--- config.mk ---
export PLATFORM = sky130hd
export DESIGN_NAME = lpkey_reset_ctrl
export DESIGN_NICKNAME = d
export VERILOG_FILES = /design/src/rtl/lpk_pkg.sv /design/src/rtl/lpk_regs.sv /design/src/rtl/lpk_hold_fsm.sv /design/src/rtl/lpkey_reset_ctrl.sv
export SDC_FILE = /design/constraint.sdc
export NUM_CORES = 1
export LEC_CHECK = 0
export BUFFER_PORTS_ARGS = -buffer_cell sky130_fd_sc_hd__buf_2
export CORE_UTILIZATION = 45
export CTS_CLUSTER_DIAMETER = 150
export DETAILED_ROUTE_END_ITERATION = 16
export PLACE_DENSITY = 0.85
export SYNTH_ARGS = -nofsm -noshare
export SYNTH_HDL_FRONTEND = slang
export SYNTH_HIERARCHICAL = 1
export SYNTH_SLANG_ARGS = --single-unit
--- constraint.sdc ---
create_clock -name clk -period 2 [get_ports clk]
set_input_delay 0.1 -clock clk [delete_from_list [all_inputs] [get_ports clk]]
set_output_delay 0.1 -clock clk [all_outputs]
set_load 0.01 [all_outputs]
--- src/rtl/lpk_pkg.sv ---
package lpk_pkg;
    localparam int NUM_KEYS     = 2;
    localparam int REG_W        = 16;
    localparam int KEY_PWR      = 0;
    localparam int KEY_HOME     = 1;
    localparam int SEL_BASE     = 0;
    localparam int BIT_RST_HOME = 5;
    localparam int BIT_RST_PWR  = 6;
    localparam int DUR_LO       = 8;
    localparam int DUR_W        = 2;
    localparam int STAT_BASE    = 4;

    typedef enum logic [1:0] {
        ST_IDLE  = 2'd0,
        ST_HOLD  = 2'd1,
        ST_FIRED = 2'd2
    } hold_st_e;
endpackage

--- src/rtl/lpk_regs.sv ---
module lpk_regs
    import lpk_pkg::*;
#(
    parameter int NKEYS = NUM_KEYS,
    parameter int DW    = REG_W
) (
    input  logic             clk,
    input  logic             rst_n,
    input  logic             wr_en,
    input  logic             wr_addr,
    input  logic [DW-1:0]    wr_data,
    input  logic             rd_addr,
    output logic [DW-1:0]    rd_data,
    input  logic [NKEYS-1:0] key_n,
    output logic [DW-1:0]    ctrl,
    output logic [NKEYS-1:0] key_irq
);
    logic [DW-1:0]    ctrl_q;
    logic [NKEYS-1:0] key_prev;
    logic [NKEYS-1:0] pend_q;

    always_ff @(posedge clk or negedge rst_n) begin
        if (!rst_n) begin
            ctrl_q   <= '0;
            key_prev <= '1;
        end else begin
            key_prev <= key_n;
            if (wr_en && !wr_addr) ctrl_q <= wr_data;
        end
    end

    for (genvar k = 0; k < NKEYS; k++) begin : g_key
        logic chg, clr;
        assign chg = (key_n[k] != key_prev[k]) && ctrl_q[SEL_BASE+k];
        assign clr = wr_en && wr_addr && wr_data[k];

        always_ff @(posedge clk or negedge rst_n) begin
            if (!rst_n)   pend_q[k] <= 1'b0;
            else if (chg) pend_q[k] <= 1'b1;
            else if (clr) pend_q[k] <= 1'b0;
        end

        // a pending flag only rises when its select bit was set
        assert_irq_sel_R3: assert property (@(posedge clk) disable iff (!rst_n)
            $rose(pend_q[k]) |-> $past(ctrl_q[SEL_BASE+k]));
        // a pending flag holds until written with a one
        assert_pend_hold_R5: assert property (@(posedge clk) disable iff (!rst_n)
            (pend_q[k] && !(wr_en && wr_addr && wr_data[k])) |=> pend_q[k]);
    end

    always_comb begin
        rd_data = '0;
        if (!rd_addr) begin
            rd_data = ctrl_q;
        end else begin
            rd_data[NKEYS-1:0]          = pend_q;
            rd_data[STAT_BASE +: NKEYS] = key_n;
        end
    end

    assign ctrl    = ctrl_q;
    assign key_irq = pend_q;
endmodule

--- src/rtl/lpk_hold_fsm.sv ---
module lpk_hold_fsm
    import lpk_pkg::*;
#(
    parameter int CNT_W = 4,
    parameter int LIM0  = 8,
    parameter int LIM1  = 11,
    parameter int LIM2  = 14,
    parameter int LIM3  = 5
) (
    input  logic             clk,
    input  logic             rst_n,
    input  logic [1:0]       key_n,
    input  logic             pwr_en,
    input  logic             home_en,
    input  logic [DUR_W-1:0] dur,
    input  logic             sec_tick,
    output logic             rst_req
);
    hold_st_e         state, nxt;
    logic [CNT_W-1:0] cnt;
    logic [CNT_W-1:0] lim;
    logic             held, fire;

    always_comb begin
        unique case (dur)
            2'd0:    lim = CNT_W'(LIM0);
            2'd1:    lim = CNT_W'(LIM1);
            2'd2:    lim = CNT_W'(LIM2);
            default: lim = CNT_W'(LIM3);
        endcase
    end

    assign held = pwr_en && !key_n[KEY_PWR] && (!home_en || !key_n[KEY_HOME]);
    assign fire = (state == ST_HOLD) && held && sec_tick &&
                  (({1'b0, cnt} + 1'b1) >= {1'b0, lim});

    always_comb begin
        nxt = state;
        unique case (state)
            ST_IDLE:  if (held) nxt = ST_HOLD;
            ST_HOLD:  if (!held) nxt = ST_IDLE;
                      else if (fire) nxt = ST_FIRED;
            ST_FIRED: if (&key_n) nxt = ST_IDLE;
            default:  nxt = ST_IDLE;
        endcase
    end

    always_ff @(posedge clk or negedge rst_n) begin
        if (!rst_n) state <= ST_IDLE;
        else        state <= nxt;
    end

    always_ff @(posedge clk or negedge rst_n) begin
        if (!rst_n) begin
            cnt     <= '0;
            rst_req <= 1'b0;
        end else begin
            rst_req <= fire;
            if (state == ST_HOLD && held) begin
                if (sec_tick) cnt <= cnt + 1'b1;
            end else begin
                cnt <= '0;
            end
        end
    end

    // the reset request lasts one cycle
    assert_pulse_R11: assert property (@(posedge clk) disable iff (!rst_n)
        rst_req |=> !rst_req);
    // a pulse is always followed by the wait-for-release state
    assert_fired_R11: assert property (@(posedge clk) disable iff (!rst_n)
        rst_req |-> (state == ST_FIRED));
    // a pulse needs the power key pressed and its enable on
    assert_fire_key_R6: assert property (@(posedge clk) disable iff (!rst_n)
        rst_req |-> ($past(!key_n[KEY_PWR]) && $past(pwr_en)));
    // the count is empty whenever no hold is running
    assert_clear_R10: assert property (@(posedge clk) disable iff (!rst_n)
        (state == ST_IDLE) |-> (cnt == '0));
endmodule

--- src/rtl/lpkey_reset_ctrl.sv ---
module lpkey_reset_ctrl
    import lpk_pkg::*;
#(
    parameter int DUR0_S = 8,
    parameter int DUR1_S = 11,
    parameter int DUR2_S = 14,
    parameter int DUR3_S = 5
) (
    input  logic             clk,
    input  logic             rst_n,
    input  logic [1:0]       key_n,
    input  logic             sec_tick,
    input  logic             wr_en,
    input  logic             wr_addr,
    input  logic [15:0]      wr_data,
    input  logic             rd_addr,
    output logic [15:0]      rd_data,
    output logic [1:0]       key_irq,
    output logic             rst_req
);
    localparam int MAX01 = (DUR0_S > DUR1_S) ? DUR0_S : DUR1_S;
    localparam int MAX23 = (DUR2_S > DUR3_S) ? DUR2_S : DUR3_S;
    localparam int MAXS  = (MAX01 > MAX23) ? MAX01 : MAX23;
    localparam int CNT_W = $clog2(MAXS + 1);

    logic [REG_W-1:0] ctrl;

    lpk_regs #(.NKEYS(NUM_KEYS), .DW(REG_W)) u_regs (
        .clk     (clk),
        .rst_n   (rst_n),
        .wr_en   (wr_en),
        .wr_addr (wr_addr),
        .wr_data (wr_data),
        .rd_addr (rd_addr),
        .rd_data (rd_data),
        .key_n   (key_n),
        .ctrl    (ctrl),
        .key_irq (key_irq)
    );

    lpk_hold_fsm #(
        .CNT_W (CNT_W),
        .LIM0  (DUR0_S),
        .LIM1  (DUR1_S),
        .LIM2  (DUR2_S),
        .LIM3  (DUR3_S)
    ) u_fsm (
        .clk      (clk),
        .rst_n    (rst_n),
        .key_n    (key_n),
        .pwr_en   (ctrl[BIT_RST_PWR]),
        .home_en  (ctrl[BIT_RST_HOME]),
        .dur      (ctrl[DUR_LO +: DUR_W]),
        .sec_tick (sec_tick),
        .rst_req  (rst_req)
    );
endmodule

==> metrics, run 1 <==
crit path time final=1.890 ns; CP Class=reg2reg; global-route wire length before repair=4.581 mm; vias in the first global route=1,010; routed wire length=2.933 mm; # hold bufs at CTS=17; Power Density=646.7 nW/µm²; WHS=0.1006 ns; vias per cell=4.833; Crit Path Max Fanout=4; Worst R2R Setup Slack=0.11 ns; Final Wtd Congestion=0.7328; Worst EP arrival=2.13 ns; Slew HR=60.04%; Worst setup SP type=flip-flop; share of post-route cells with drive strength above 1=44.19%; worst-path cell chain=ha_1 > xor2_1 > ha_1 > a21o_1 > a31oi_1 > o21ai_2 > o221a_2; DIE AREA=3393 µm²; Layout area overhead=31.81%; drt drc=0; fill count=236; Netlist cell types=32; clk_skew=0.008095 ns; initial antenna violation count=0; Leak=0.0009263 µW; status=finished clean; final setup fails=0; detailed placement HPWL=1.929 mm; Critical Path Most Common Cell=ha_1; Initial Util=47.02%; R2R depth=7; Peak supply drop=259.3 µV; HP Start=wr_en; ANT nets after route=0; core area=3028 µm²; via count=1,044; postcts setup bufs=0; area of the multi-input gates=701.9 µm²; Seq/Total Area, Yosys=47.63%; Worst EP required=2.24 ns; Reg2Reg Launch Point=u_fsm/cnt[1]$_DFFE_PN0P_; TNS Setup=0 ns; CTS root buf=clkbuf_4; DR WL/cell=13.58 µm; biggest cell delay along the critical path=0.43 ns; Tightest Pin Transition=0.5982 ns; Nets=204; die height=58.25 µm; n_diodes=0; Hold Crit Endpoint=u_regs/key_irq[1]$_DFFE_PN0P_; Synth Cell Area=1424 µm²; Initial DRC Count=45; clk_lat worst skew=0.33 ns; Rows=20; Mean Syn Cell Area=12.94 µm²; Mapped Cells=110; number of port buffers=42; Ys Warns=6; top-area cell type share of the netlist area=43.94%; CTS Buf Count=3; Hold WC Path Type=in2reg; H-tree levels=1; RSZ-0062 raised after global routing=false; I/O Pins=43; total grt overflow=0; final hold violation count=0; top area cells in the synthesized netlist=dfrtp_1, mux2_4, mux2_2; DRT Pass-1 Iters=4; pin count of the biggest net entering global routing=28; clk sinks=27; CTS tree=yes; max-slew violation count=0; CP endpoint kind=flip-flop; R2R Path End=u_fsm/state[1]$_DFFE_PN0P_; Min-Delay Path Depth=3; Synth area leader=dfrtp_1; Max Freq=529.0 MHz; Mapped Nets=141; Die Width=58.25 µm; Max Root-Sink Buffers=2; Max-Cap Viols=0; gr usage total=18.26%; CTS resizes=0; slowest cell on the critical path=dfrtp_1; Sequential Area=678.2 µm²; number of synthesized register bits=27; period utilization=94.52%; clock slew at reported path FFs=0.15 ns
metrics by stage:
stage	total power (µW)	instance area (µm²)	cells	util, %	setup slack, ns
2_1_floorplan	844.1	1424	110	-	0.1515
3_3_place_gp	936.5	1657	193	54.71	0.1585
3_5_place_dp	954.6	1657	193	54.71	0.1057
4_1_cts	1216	1857	214	61.32	0.09245
5_1_grt	1287	1877	216	61.98	0.04908
6_report	1214	1877	216	61.98	0.1096
kinds of logic (layout without fill, tap and decap cells):
logic type | after synthesis | after routing | synth area share, %
AO/OA/AOI/OAI | 9 | 9 | 5.273
XOR/XNOR | 7 | 7 | 4.306
adder cells (fa/ha/maj) | 7 | 7 | 6.151
buffers and inverters | 5 | 67 | 3.075
flip-flops | 27 | 27 | 47.63
multiplexers | 21 | 21 | 19.16
AND/OR/NAND/NOR | 34 | 34 | 14.41
flip-flops by register name, summed over array words and instances (netlist names):
signal and cells:
u_regs/key_prev 2, u_fsm/state 2, u_regs/ctrl 16, u_fsm/rst_req 1
u_regs/key_irq 2, u_fsm/cnt 4
synthesized netlist by cell type:
cell / count
clkbuf_1: 1
ha_1: 7
dfrtp_1: 25
a21o_1: 2
xnor2_1: 2
nand4_1: 2
dfstp_2: 2
nor2_1: 6
nand2b_1: 1
o221a_2: 1
mux2i_1: 1
a31oi_1: 1
a22oi_1: 1
nand3_1: 4
nor2b_2: 1
and3b_2: 1
or2_2: 1
nand4b_1: 1
o21ai_2: 1
buf_12: 1
and4b_1: 1
nand2_1: 3
buf_6: 1
clkbuf_2: 1
nor2b_1: 12
a22o_1: 2
nor2b_4: 1
inv_1: 1
mux2_2: 10
a31o_2: 1
mux2_4: 10
xor2_1: 5
layout by cell type (no fill, tap or decap), types with 2 or more instances in the layout:
cell type,instances
buf_2,42
dfrtp_1,25
dlygate4sd3_1,19
nor2b_1,12
mux2_2,10
mux2_4,10
ha_1,7
nor2_1,6
xor2_1,5
nand3_1,4
clkbuf_4,3
nand2_1,3
xnor2_1,2
a21o_1,2
nand4_1,2
a22o_1,2
dfstp_2,2
layer usage:
metal  vias up  global-route usage (%)  part of all wire [%]
met3         9                   2.455                   3.5
met5         -                       0                     0
li1        508                       -                     -
met2        37                   31.36                    50
met1       490                   22.01                    43
met4         0                   10.20                   2.9
layout make-up:
| class | count | area share, % |
|---|---|---|
| repair buffers | 62 | 21.73 |
| well taps | 44 | 2.933 |
| inverters | 1 | 0.2000 |
| multi-input cells | 78 | 37.40 |
| clock buffers | 3 | 1.200 |
| clock inverters | 1 | 0.4000 |
| flip-flops and latches | 27 | 36.13 |
power by group:
part	internal, µW	switching [µW]	leakage (µW)
combinational	188	137	0.000586
clock	76.7	162	0.0000139
sequential	608	42.1	0.000327
total	873	341	0.000926
critical path: cells and delay by family, from the launching register on:
| family | cells | cell delay (ns) |
|---|---|---|
| adders and majority gates | 2 | 0.54 |
| AOI/OAI and AO/OA | 4 | 0.68 |
| xor gates and xnor gates | 1 | 0.16 |
| DFF | 1 | 0.43 |
worst max path at each step:
stage | start | slack [ns] | end | cells after the start
detailed placement | u_fsm/cnt[1]$_DFFE_PN0P_ | 0.11 | u_fsm/state[1]$_DFFE_PN0P_ | 7
global route | u_fsm/cnt[1]$_DFFE_PN0P_ | 0.05 | u_fsm/state[1]$_DFFE_PN0P_ | 7
floorplan | u_fsm/cnt[0]$_DFFE_PN0P_ | 0.15 | u_fsm/state[1]$_DFFE_PN0P_ | 7
finish | u_fsm/cnt[1]$_DFFE_PN0P_ | 0.11 | u_fsm/state[1]$_DFFE_PN0P_ | 7
global placement | u_fsm/cnt[1]$_DFFE_PN0P_ | 0.16 | u_fsm/state[1]$_DFFE_PN0P_ | 7
CTS | u_fsm/cnt[1]$_DFFE_PN0P_ | 0.09 | u_fsm/state[1]$_DFFE_PN0P_ | 7
Note: power is estimated with default switching activity, not from simulation.
==> run 2, diff against run 1 <==
Settings changed: REMOVE_ABC_BUFFERS from default to 1.
==> run 2 against run 1 <==
Compared with the run above:
- count of clock-buffer cells in the layout is 1 higher
- combinational power barely moved
- via count grew 0.29%
- worst setup slack improved by 0.0050 ns
- flip-flop and latch count unchanged
- register-to-register slack hardly changed
- first-iteration DRC count fell by 4.4%
- largest cell class unchanged
==> metrics, run 2 (synthesis gave the netlist of run 1 again) <==
status=finished clean; clk_skew=0.006842 ns (-0.001253 ns); total grt overflow=0 (unchanged); gr usage total=17.82% (-0.44 points); logic gate share of total power=27.0% (+0.2 points); Power Density=649.9 nW/µm² (+0.49%); fill count=231 (-2.1%); CP Class=reg2reg; routed wire length=2.970 mm (+1.3%); drt drc=0 (unchanged); CTS root buf=clkbuf_4; Leak=0.0009164 µW (-1.1%); biggest cell delay along the critical path=0.44 ns (about the same); DIE AREA=3393 µm² (unchanged); Layout area overhead=30.76%; Rows=20 (unchanged); commonest cells after routing, fill and taps aside=buf_2, dfrtp_1, dlygate4sd3_1; CTS tree=yes; number of port buffers=42 (unchanged); global-route wire length before repair=4.657 mm (+1.7%); Power Total=1210 µW (-0.31%); Clk pwr share=19.2% (-0.5 points); Hold WC Path Type=in2reg; H-tree levels=1 (unchanged); Tightest Pin Transition=0.6202 ns (+0.02197 ns); number of flip-flops in the largest register=16 (unchanged); Die Width=58.25 µm (unchanged); RSZ-0062 raised after global routing=false; TNS Setup=0 ns (unchanged); final hold violation count=0 (unchanged); Crit Path Max Fanout=4 (unchanged); commonest non-fill, non-tap cell in the layout=buf_2; Final Wtd Congestion=0.7476 (+2.0%); detailed placement HPWL=2.057 mm (+6.6%); Sw Ratio=27.74% (-0.33 points); Max Freq=530.4 MHz (+0.26%); Initial DRC Count=43 (-4.4%); pin count of the biggest net entering global routing=28 (unchanged); CTS Buf Count=3 (unchanged); postcts setup bufs=0 (unchanged); worst-path cell chain=ha_2 > xor2_1 > ha_1 > a21o_1 > a31oi_2 > o21ai_2 > o221a_2; Max Root-Sink Buffers=2 (unchanged); vias in the first global route=1,047 (+3.7%); die height=58.25 µm (unchanged); Nets=202 (-0.98%); Worst EP arrival=2.11 ns (-0.02 ns); Max-Cap Viols=0 (unchanged); Peak supply drop=422.7 µV (+63%); Initial Util=47.02% (unchanged); period utilization=94.27% (-0.25 points); vias per cell=4.893 (+1.2%); DRT Pass-1 Iters=6 (+2); clk sinks=27 (unchanged); ANT nets after route=0 (unchanged); Worst setup SP type=flip-flop; initial antenna violation count=0 (unchanged); Internal Power=874.3 µW (+0.15%); CP endpoint kind=flip-flop; DR WL/cell=13.88 µm (+2.2%); clk_lat worst skew=0.32 ns (about the same); I/O Pins=43 (unchanged); area of the multi-input gates=710.7 µm² (+1.2%); final setup fails=0 (unchanged); NetSw=335.6 µW (-1.5%); via count=1,047 (+0.29%); share of post-route cells with drive strength above 1=45.29% (+1.1 points); max-slew violation count=0 (unchanged); n_diodes=0 (unchanged); Slew HR=58.66% (-1.4 points); clock slew at reported path FFs=0.14 ns (about the same); Worst EP required=2.23 ns (about the same); slowest cell on the critical path=dfrtp_1; Sequential Area=678.2 µm² (unchanged); core area=3028 µm² (unchanged); crit path time final=1.885 ns (-0.004976 ns); sequential power share=53.8% (+0.2 points)
==> run 2: cell types whose count changed in the layout (fill, tap and decap cells not counted), sizes merged <==
cell | previous run | this run
clkinvlp | 1 | 0
clkbuf | 3 | 4
dlygate4sd3 | 19 | 17
==> run 2: layout make-up <==
| type | instances | area share (%) |
|---|---|---|
| clock buffers | 4 | 1.411 |
| repair buffers | 60 | 20.83 |
| flip-flops and latches | 27 | 36.42 |
| well taps | 44 | 2.957 |
| inverters | 1 | 0.2016 |
| multi-input cells | 78 | 38.17 |
==> run 2: worst paths after layout <==
| kind | to | from | slack (ns) | cells after the start |
|---|---|---|---|---|
| max in group asynchronous | u_fsm/rst_req$_DFF_PN0_ | rst_n | 1.28 | 2 |
| max | u_fsm/state[1]$_DFFE_PN0P_ | u_fsm/cnt[1]$_DFFE_PN0P_ | 0.11 | 7 |
| min | u_regs/ctrl[0]$_DFFE_PN0P_ | wr_data[0] | 0.02 | 2 |
| max reg2reg | u_fsm/state[1]$_DFFE_PN0P_ | u_fsm/cnt[1]$_DFFE_PN0P_ | 0.11 | 7 |
| min reg2reg | u_regs/ctrl[4]$_DFFE_PN0P_ | u_regs/ctrl[4]$_DFFE_PN0P_ | 0.52 | 1 |
| min in group asynchronous | u_regs/ctrl[14]$_DFFE_PN0P_ | rst_n | 0.31 | 2 |
==> run 2: routing by layer <==
layer	part of all wire [%]	up-vias	track usage, %
met5	0	-	0
met1	44	519	22.08
li1	-	503	-
met3	2.1	4	2.679
met4	1.3	0	7.483
met2	52	21	30.87
==> run 2: critical path: cells and delay by family (launching register included) <==
family,cells,cell delay [ns]
AO/OA/AOI/OAI,4,0.69
XOR/XNOR,1,0.14
flip-flops,1,0.44
adder cells (fa/ha/maj),2,0.52
==> run 2: power by group through the flow <==
stage / registers, µW / clock network [µW] / logic (µW)
2_1_floorplan: 652 / 0 / 181
3_3_place_gp: 654 / 0 / 283
3_5_place_dp: 662 / 0 / 294
4_1_cts: 651 / 247 / 316
5_1_grt: 658 / 267 / 354
6_report: 651 / 233 / 326
==> run 2: metrics by stage <==
stage	util (%)	setup slack, ns	std cells	hold slack (ns)	area, µm²
finish	61.49	0.1146	214	0.02024	1862
global route	61.49	0.02019	214	0.003401	1862
CTS	59.88	0.08215	210	0.0005927	1813
detailed placement	54.71	0.1076	193	0.1490	1657
global placement	54.71	0.1394	193	0.1236	1657
floorplan	-	0.1515	106	-0.1956	1384
==> run 2: timing repair <==
| item | in CTS | in global routing |
|---|---|---|
| setup endpoints to repair | 0 | 1 |
| hold buffers | 13 | 4 |
| endpoints found under the hold margin | 37 | 4 |
| resized for setup | 0 | 2 |
